<file path="src/rtl/pwm3ph_pkg.sv">
package pwm3ph_pkg;
  typedef enum logic {
    TB_EDGE   = 1'b0,
    TB_CENTER = 1'b1
  } tb_mode_e;
endpackage

</file>
<file path="src/rtl/pwm3ph_timebase.sv">
module pwm3ph_timebase
  import pwm3ph_pkg::*;
#(
  parameter int CNT_W = 16,
  parameter int NPAIR = 3
) (
  input  logic                   clk,
  input  logic                   rst_n,
  input  logic                   cfg_load,
  input  logic [CNT_W-1:0]       cfg_period,
  input  logic [NPAIR*CNT_W-1:0] cfg_duty,
  input  logic                   cfg_center,
  input  logic [CNT_W-1:0]       cfg_trig,
  output logic [NPAIR-1:0]       raw_o,
  output logic                   trig_o
);
  localparam logic [CNT_W-1:0] ONE = CNT_W'(1);

  logic [CNT_W-1:0]       cnt_q, cnt_d;
  logic                   up_q, up_d;
  logic                   wrap;
  logic [CNT_W-1:0]       per_sh_q, per_act_q;
  logic [NPAIR*CNT_W-1:0] duty_sh_q, duty_act_q;
  tb_mode_e               mode_sh_q, mode_act_q;
  logic                   trig_q, trig_d;

  // next state of the counter
  always_comb begin
    cnt_d = cnt_q;
    up_d  = up_q;
    wrap  = 1'b0;
    if (mode_act_q == TB_EDGE) begin
      up_d = 1'b1;
      if (cnt_q >= per_act_q) begin
        cnt_d = '0;
        wrap  = 1'b1;
      end else begin
        cnt_d = cnt_q + ONE;
      end
    end else if (up_q) begin
      if (cnt_q >= per_act_q) begin
        if (per_act_q <= ONE) begin
          cnt_d = '0;
          wrap  = 1'b1;
        end else begin
          cnt_d = cnt_q - ONE;
          up_d  = 1'b0;
        end
      end else begin
        cnt_d = cnt_q + ONE;
      end
    end else begin
      if (cnt_q <= ONE) begin
        cnt_d = '0;
        up_d  = 1'b1;
        wrap  = 1'b1;
      end else begin
        cnt_d = cnt_q - ONE;
      end
    end
    trig_d = up_q && (cnt_q == cfg_trig);
  end

  always_ff @(posedge clk or negedge rst_n) begin
    if (!rst_n) begin
      cnt_q  <= '0;
      up_q   <= 1'b1;
      trig_q <= 1'b0;
    end else begin
      cnt_q  <= cnt_d;
      up_q   <= up_d;
      trig_q <= trig_d;
    end
  end

  // shadow registers, enabled by the load strobe
  always_ff @(posedge clk or negedge rst_n) begin
    if (!rst_n) begin
      per_sh_q  <= '0;
      duty_sh_q <= '0;
      mode_sh_q <= TB_EDGE;
    end else if (cfg_load) begin
      per_sh_q  <= cfg_period;
      duty_sh_q <= cfg_duty;
      mode_sh_q <= cfg_center ? TB_CENTER : TB_EDGE;
    end
  end

  // working registers, enabled at the counter wrap
  always_ff @(posedge clk or negedge rst_n) begin
    if (!rst_n) begin
      per_act_q  <= '0;
      duty_act_q <= '0;
      mode_act_q <= TB_EDGE;
    end else if (wrap) begin
      per_act_q  <= per_sh_q;
      duty_act_q <= duty_sh_q;
      mode_act_q <= mode_sh_q;
    end
  end

  for (genvar k = 0; k < NPAIR; k++) begin : g_cmp
    logic [CNT_W-1:0] duty_k;
    assign duty_k   = duty_act_q[k*CNT_W +: CNT_W];
    assign raw_o[k] = (duty_k != '0) && ((duty_k >= per_act_q) || (cnt_q < duty_k));
  end

  assign trig_o = trig_q;
endmodule

</file>
<file path="src/rtl/pwm3ph_deadband.sv">
module pwm3ph_deadband #(
  parameter int DT_W = 8
) (
  input  logic            clk,
  input  logic            rst_n,
  input  logic            raw_i,
  input  logic            compl_i,
  input  logic [DT_W-1:0] dead_i,
  output logic            hi_o,
  output logic            lo_o
);
  logic            ref_q, ref_d;
  logic [DT_W-1:0] gap_q, gap_d;
  logic            gap_done;

  always_comb begin
    ref_d = raw_i;
    gap_d = gap_q;
    if (raw_i != ref_q) begin
      gap_d = dead_i;
    end else if (gap_q != '0) begin
      gap_d = gap_q - DT_W'(1);
    end
  end

  always_ff @(posedge clk or negedge rst_n) begin
    if (!rst_n) begin
      ref_q <= 1'b0;
      gap_q <= '0;
    end else begin
      ref_q <= ref_d;
      gap_q <= gap_d;
    end
  end

  assign gap_done = (gap_q == '0);
  assign hi_o     = compl_i ? (ref_q && gap_done)  : ref_q;
  assign lo_o     = compl_i ? (!ref_q && gap_done) : ref_q;
endmodule

</file>
<file path="src/rtl/pwm3ph_faultlatch.sv">
module pwm3ph_faultlatch (
  input  logic clk,
  input  logic rst_n,
  input  logic fault_i,
  input  logic clr_i,
  output logic active_o
);
  logic held_q, held_d;

  always_comb begin
    held_d = held_q;
    if (fault_i) begin
      held_d = 1'b1;
    end else if (clr_i) begin
      held_d = 1'b0;
    end
  end

  always_ff @(posedge clk or negedge rst_n) begin
    if (!rst_n) begin
      held_q <= 1'b0;
    end else begin
      held_q <= held_d;
    end
  end

  assign active_o = held_q | fault_i;
endmodule

</file>
<file path="src/rtl/pwm3ph.sv">
module pwm3ph #(
  parameter int CNT_W = 16,
  parameter int DT_W  = 8,
  parameter int NPAIR = 3,
  localparam int NPIN = 2 * NPAIR
) (
  input  logic                   clk,
  input  logic                   rst_n,
  input  logic                   cfg_load,
  input  logic [CNT_W-1:0]       cfg_period,
  input  logic [NPAIR*CNT_W-1:0] cfg_duty,
  input  logic                   cfg_center,
  input  logic [CNT_W-1:0]       cfg_trig,
  input  logic [NPAIR-1:0]       cfg_compl,
  input  logic [DT_W-1:0]        cfg_dead,
  input  logic [NPIN-1:0]        cfg_pol,
  input  logic [NPIN-1:0]        ovr_en,
  input  logic [NPIN-1:0]        ovr_val,
  input  logic [NPIN-1:0]        safe_val,
  input  logic                   fault_in,
  input  logic                   fault_clr,
  output logic [NPIN-1:0]        pwm_out,
  output logic                   adc_trig,
  output logic                   fault_active
);
  logic [1:0]       rst_sync_q;
  logic             rst_ns;
  logic [NPAIR-1:0] raw;
  logic [NPIN-1:0]  act;

  // asynchronous assertion, synchronous release
  always_ff @(posedge clk or negedge rst_n) begin
    if (!rst_n) begin
      rst_sync_q <= 2'b00;
    end else begin
      rst_sync_q <= {rst_sync_q[0], 1'b1};
    end
  end
  assign rst_ns = rst_sync_q[1];

  pwm3ph_timebase #(
    .CNT_W(CNT_W),
    .NPAIR(NPAIR)
  ) tb_i (
    .clk       (clk),
    .rst_n     (rst_ns),
    .cfg_load  (cfg_load),
    .cfg_period(cfg_period),
    .cfg_duty  (cfg_duty),
    .cfg_center(cfg_center),
    .cfg_trig  (cfg_trig),
    .raw_o     (raw),
    .trig_o    (adc_trig)
  );

  for (genvar k = 0; k < NPAIR; k++) begin : g_pair
    pwm3ph_deadband #(
      .DT_W(DT_W)
    ) db_i (
      .clk    (clk),
      .rst_n  (rst_ns),
      .raw_i  (raw[k]),
      .compl_i(cfg_compl[k]),
      .dead_i (cfg_dead),
      .hi_o   (act[2*k]),
      .lo_o   (act[2*k+1])
    );
  end

  pwm3ph_faultlatch flt_i (
    .clk     (clk),
    .rst_n   (rst_ns),
    .fault_i (fault_in),
    .clr_i   (fault_clr),
    .active_o(fault_active)
  );

  // output stage: fault, then override, then polarity
  for (genvar j = 0; j < NPIN; j++) begin : g_pin
    always_comb begin
      if (fault_active) begin
        pwm_out[j] = safe_val[j];
      end else if (ovr_en[j]) begin
        pwm_out[j] = ovr_val[j];
      end else begin
        pwm_out[j] = act[j] ^ cfg_pol[j];
      end
    end
  end
endmodule

</file>
<file path="config.mk">
export PLATFORM = sky130hd
export DESIGN_NAME = pwm3ph
export DESIGN_NICKNAME = d
export VERILOG_FILES = /design/src/rtl/pwm3ph_pkg.sv /design/src/rtl/pwm3ph_timebase.sv /design/src/rtl/pwm3ph_deadband.sv /design/src/rtl/pwm3ph_faultlatch.sv /design/src/rtl/pwm3ph.sv
export SDC_FILE = /design/constraint.sdc
export NUM_CORES = 1
export LEC_CHECK = 0
export CELL_PAD_IN_SITES_DETAIL_PLACEMENT = 0
export CELL_PAD_IN_SITES_GLOBAL_PLACEMENT = 1
export CORE_MARGIN = 4
export CORE_UTILIZATION = 41
export CTS_CLUSTER_DIAMETER = 200
export DETAILED_ROUTE_END_ITERATION = 8
export PLACE_DENSITY_LB_ADDON = 0.1
export SETUP_SLACK_MARGIN = 0.2
export SYNTH_ARGS = -nofsm -noshare
export SYNTH_HDL_FRONTEND = slang
export SYNTH_HIERARCHICAL = 1
export SYNTH_SLANG_ARGS = --single-unit
</file>
<file path="constraint.sdc">
create_clock -name clk -period 5.1 [get_ports clk]
set_clock_uncertainty 0.1 [all_clocks]
set_input_delay 0.51 -clock clk [delete_from_list [all_inputs] [get_ports clk]]
set_output_delay 0.51 -clock clk [all_outputs]
set_load 0.1 [all_outputs]
</file>
==> flow_metrics.py <==
metrics = {
    "run_status": {
        "status": "finished clean",
    },
    "grt": {
        "grt_max_degree": 177,
        "grt_pass1_wl_mm": 43.26,
        "grt-ovfl-total": 0,
        "grt_pass1_vias": 8016,
        "grt_util_all_layers": 0.1888,
        "antenna_found_initial": 0,
    },
    "die": {
        "die-area_sq_mm": 0.02963,
        "rows": 59,
        "initial_core_util": 0.4203,
        "dieHeight_um": 172.1,
        "core_sq_mm": 0.02628,
        "fp.dieW_um": 172.1,
        "io_pins": 129,
    },
    "synthesis": {
        "syn_nets": 1250,
        "synth_edf_count": 0,
        "async_flop_share": 1.000,
        "synth_area_leaders": "dfrtp_1 40%, ha_1 13%, mux2_2 9.3%, mux2_4 5.2%, inv_1 2.9%",
        "yosysWarnings": 6,
        "synth_cell_types": 65,
        "yosys-top-cells-count": "177 x dfrtp_1, 118 x ha_1, 91 x mux2_2",
        "synth_seq_area_share": 0.4033,
        "synthCells": 1011,
        "avgSynthCellArea_sq_um": 10.93,
        "synth-seq-cells": 178,
        "synth.cell_area_sq_mm": 0.01105,
        "yosysTopAreaCell": "dfrtp_1",
        "synth_top_cell_area_share": 0.4010,
        "yosysMostFrequentCell": "dfrtp_1",
        "synth_ff_type": "dfrtp_1",
    },
    "finish": {
        "area_growth_pct": 19.55,
        "num_antenna_cells": 0,
        "instances_no_fill": 1482,
        "fin_nets": 1373,
        "multi_input_area_sq_mm": 0.006051,
        "drive_gt1_frac": 0.1709,
        "fillers": 2470,
        "register_area_sq_mm": 0.004459,
    },
    "cts": {
        "cts_buffers": 17,
        "clock-root-buffer": "clkbuf_16",
        "clk_pin_slew_ps": 80,
        "ctsHoldBuffers": 0,
        "clk_latency_ps": 450,
        "cts_sinks": 178,
        "max-clock-path-buffers": 2,
        "htreeDepth": 4,
        "cts_tree": "built",
        "cts-resized-gates": 0,
        "postCtsSetupRepairBufs": 0,
    },
    "routing": {
        "avgViaCountPerCell": 5.363,
        "first_iter_violations": 452,
        "post_drt_wl_per_cell_um": 18.65,
        "ant_nets": 0,
        "vias": 7948,
        "drc_errors": 0,
        "dr.pass1.iters": 4,
        "routed_wl_mm": 27.64,
    },
    "critical_path": {
        "cp_slowest_cell": "clkdlybuf4s50_1",
        "r2r-start": "tb_i/cnt_q[0]",
        "path_depth": 9,
        "critPathCaptureType": "output port",
        "ff2ff_path_depth": 9,
        "crit_required_ps": 4490,
        "r2r_slack_ps": 1410,
        "cp-endpoint": "pwm_out[2]",
        "max_stage_delay_ps": 1150,
        "path_cells": "inv_1, ha_1, nor3b_2, nand2_1, a21oi_1, xor2_1, mux2i_1, o21ai_1, clkdlybuf4s50_1",
        "worstSetupStartpointType": "register",
        "path_max_fanout": 6,
        "startpoint": "g_pair[1].db_i/gap_q[0]",
        "crit_type": "reg2out",
        "rr_endpoint": "tb_i/duty_act_q[7]",
        "cp_data_arrival_time_ps": 3470,
        "critical_path.top_delay_family": "buffers and inverters",
        "crit_buf_inv": 2,
    },
    "run": {
        "max_cap_violations": 0,
    },
    "placement": {
        "gp_congestion": 0.8387,
        "hpwl_mm": 20.15,
        "dp_cells": 1450,
        "numPortBuffers": 128,
    },
    "pwr": {
        "power.density_mw_per_mm2": 514.9,
        "irDropWorstVdd_mv": 0.2247,
        "leakagePower_uw": 0.005926,
        "power_uw": 6800,
    },
    "worst_hold_path": {
        "hp-class": "in2async",
    },
    "sta": {
        "tns_ps": 0,
        "finalSetupViolations": 0,
        "maxSlewViolCount": 0,
        "hold_violations": 0,
        "period_needed_ps": 4082,
        "fmax_ghz": 0.2450,
        "tightest_slew_ps": 992.1,
        "rsz0062_at_grt": "false",
        "slew_headroom": 0.3386,
        "fin_crit_sh": 0.8004,
    },
}
report_power, final:
| part | switching, uW | total [uW] | leakage (uW) | internal, uW |
|---|---|---|---|---|
| clock network | 628 | 1340 | 0.000292 | 711 |
| registers | 634 | 2480 | 0.00215 | 1850 |
| logic | 1490 | 2980 | 0.00348 | 1490 |
worst min path at each step:
| stage | startpoint | end | slack (ps) | cells past startpoint |
|---|---|---|---|---|
| 5_1_grt | rst_n | rst_sync_q[1] | 100 | 1 |
| 6_report | rst_n | rst_sync_q[1] | 110 | 1 |
| 2_1_floorplan | rst_n | rst_sync_q[0] | 110 | 0 |
| 3_5_place_dp | rst_sync_q[0] | rst_sync_q[1] | 240 | 0 |
| 3_3_place_gp | rst_sync_q[0] | rst_sync_q[1] | 240 | 0 |
| 4_1_cts | rst_n | rst_sync_q[1] | 100 | 1 |
final cells by class:
class | instances | share of cell area
clock buffer | 18 | 0.03325
clock inverter | 14 | 0.01175
inverter | 85 | 0.02416
multi-input combinational | 714 | 0.4582
sequential | 178 | 0.3377
tap | 335 | 0.03174
timing repair buffer | 138 | 0.1033
worst reg2reg max path: stages, from the launching register on:
cell	delay, ps
dfrtp_1	590
inv_1	150
ha_1	310
nand2b_4	140
a2111oi_2	330
and4bb_1	240
or3_1	520
a21oi_4	190
buf_4	570
mux2_2	450
registers in the layout (all words and copies together), names as in the netlist:
register,count
tb_i/duty_act_q,48
tb_i/duty_sh_q,48
g_pair.db_i/gap_q,24
tb_i/cnt_q,16
tb_i/per_act_q,16
tb_i/per_sh_q,16
g_pair.db_i/ref_q,3
rst_sync_q,2
flt_i/held_q,1
tb_i/mode_act_q,1
tb_i/mode_sh_q,1
tb_i/trig_o,1
tb_i/up_q,1
per-stage QoR:
stage / worst slack [ps] / hold slack (ps) / area, sq um / utilization
6_report: 1018 / 111.9 / 13210 / 0.5025
4_1_cts: 1018 / 100.2 / 13210 / 0.5025
2_1_floorplan: 1675 / 114.4 / 11050 / -
3_3_place_gp: 1485 / 238.7 / 12610 / 0.4799
5_1_grt: 776.4 / 98.24 / 13210 / 0.5025
3_5_place_dp: 1414 / 242.6 / 12610 / 0.4799
per-layer routing:
| metal | vias to the layer above | share of wire | wire length, um | global-route usage |
|---|---|---|---|---|
| li1 | 3895 | - | - | - |
| met4 | 0 | 0.014 | 382 | 0.05707 |
| met3 | 25 | 0.056 | 1558 | 0.02812 |
| met5 | - | 0 | 0 | 0 |
| met2 | 171 | 0.46 | 12810 | 0.3084 |
| met1 | 3857 | 0.47 | 12890 | 0.2610 |
logic make-up (layout without fill, tap and decap cells):
family | after synthesis | count (layout) | share of synthesized area
compound gates | 189 | 189 | 0.1098
fa+ha+maj | 118 | 118 | 0.1337
flops | 178 | 178 | 0.4033
simple gates | 215 | 215 | 0.1090
xor+xnor | 49 | 49 | 0.03885
other cells | 1 | 1 | 0.0003395
buf+inv | 119 | 255 | 0.04893
mux | 142 | 142 | 0.1562
cell usage in the layout (no fill, tap or decap), drive strengths merged, types with 11 or more instances in the layout:
cell / instances
xnor2: 25
mux2: 129
a211oi: 15
xor2: 24
buf: 11
clkdlybuf4s50: 127
ha: 118
dfrtp: 177
mux2i: 13
nor2: 33
nor4: 28
o21ai: 50
inv: 94
nor2b: 12
nand3: 16
nand2: 54
a21oi: 49
nand4: 16
a21o: 15
nor3: 20
clkbuf: 18
(Power assumes the default switching activity.)
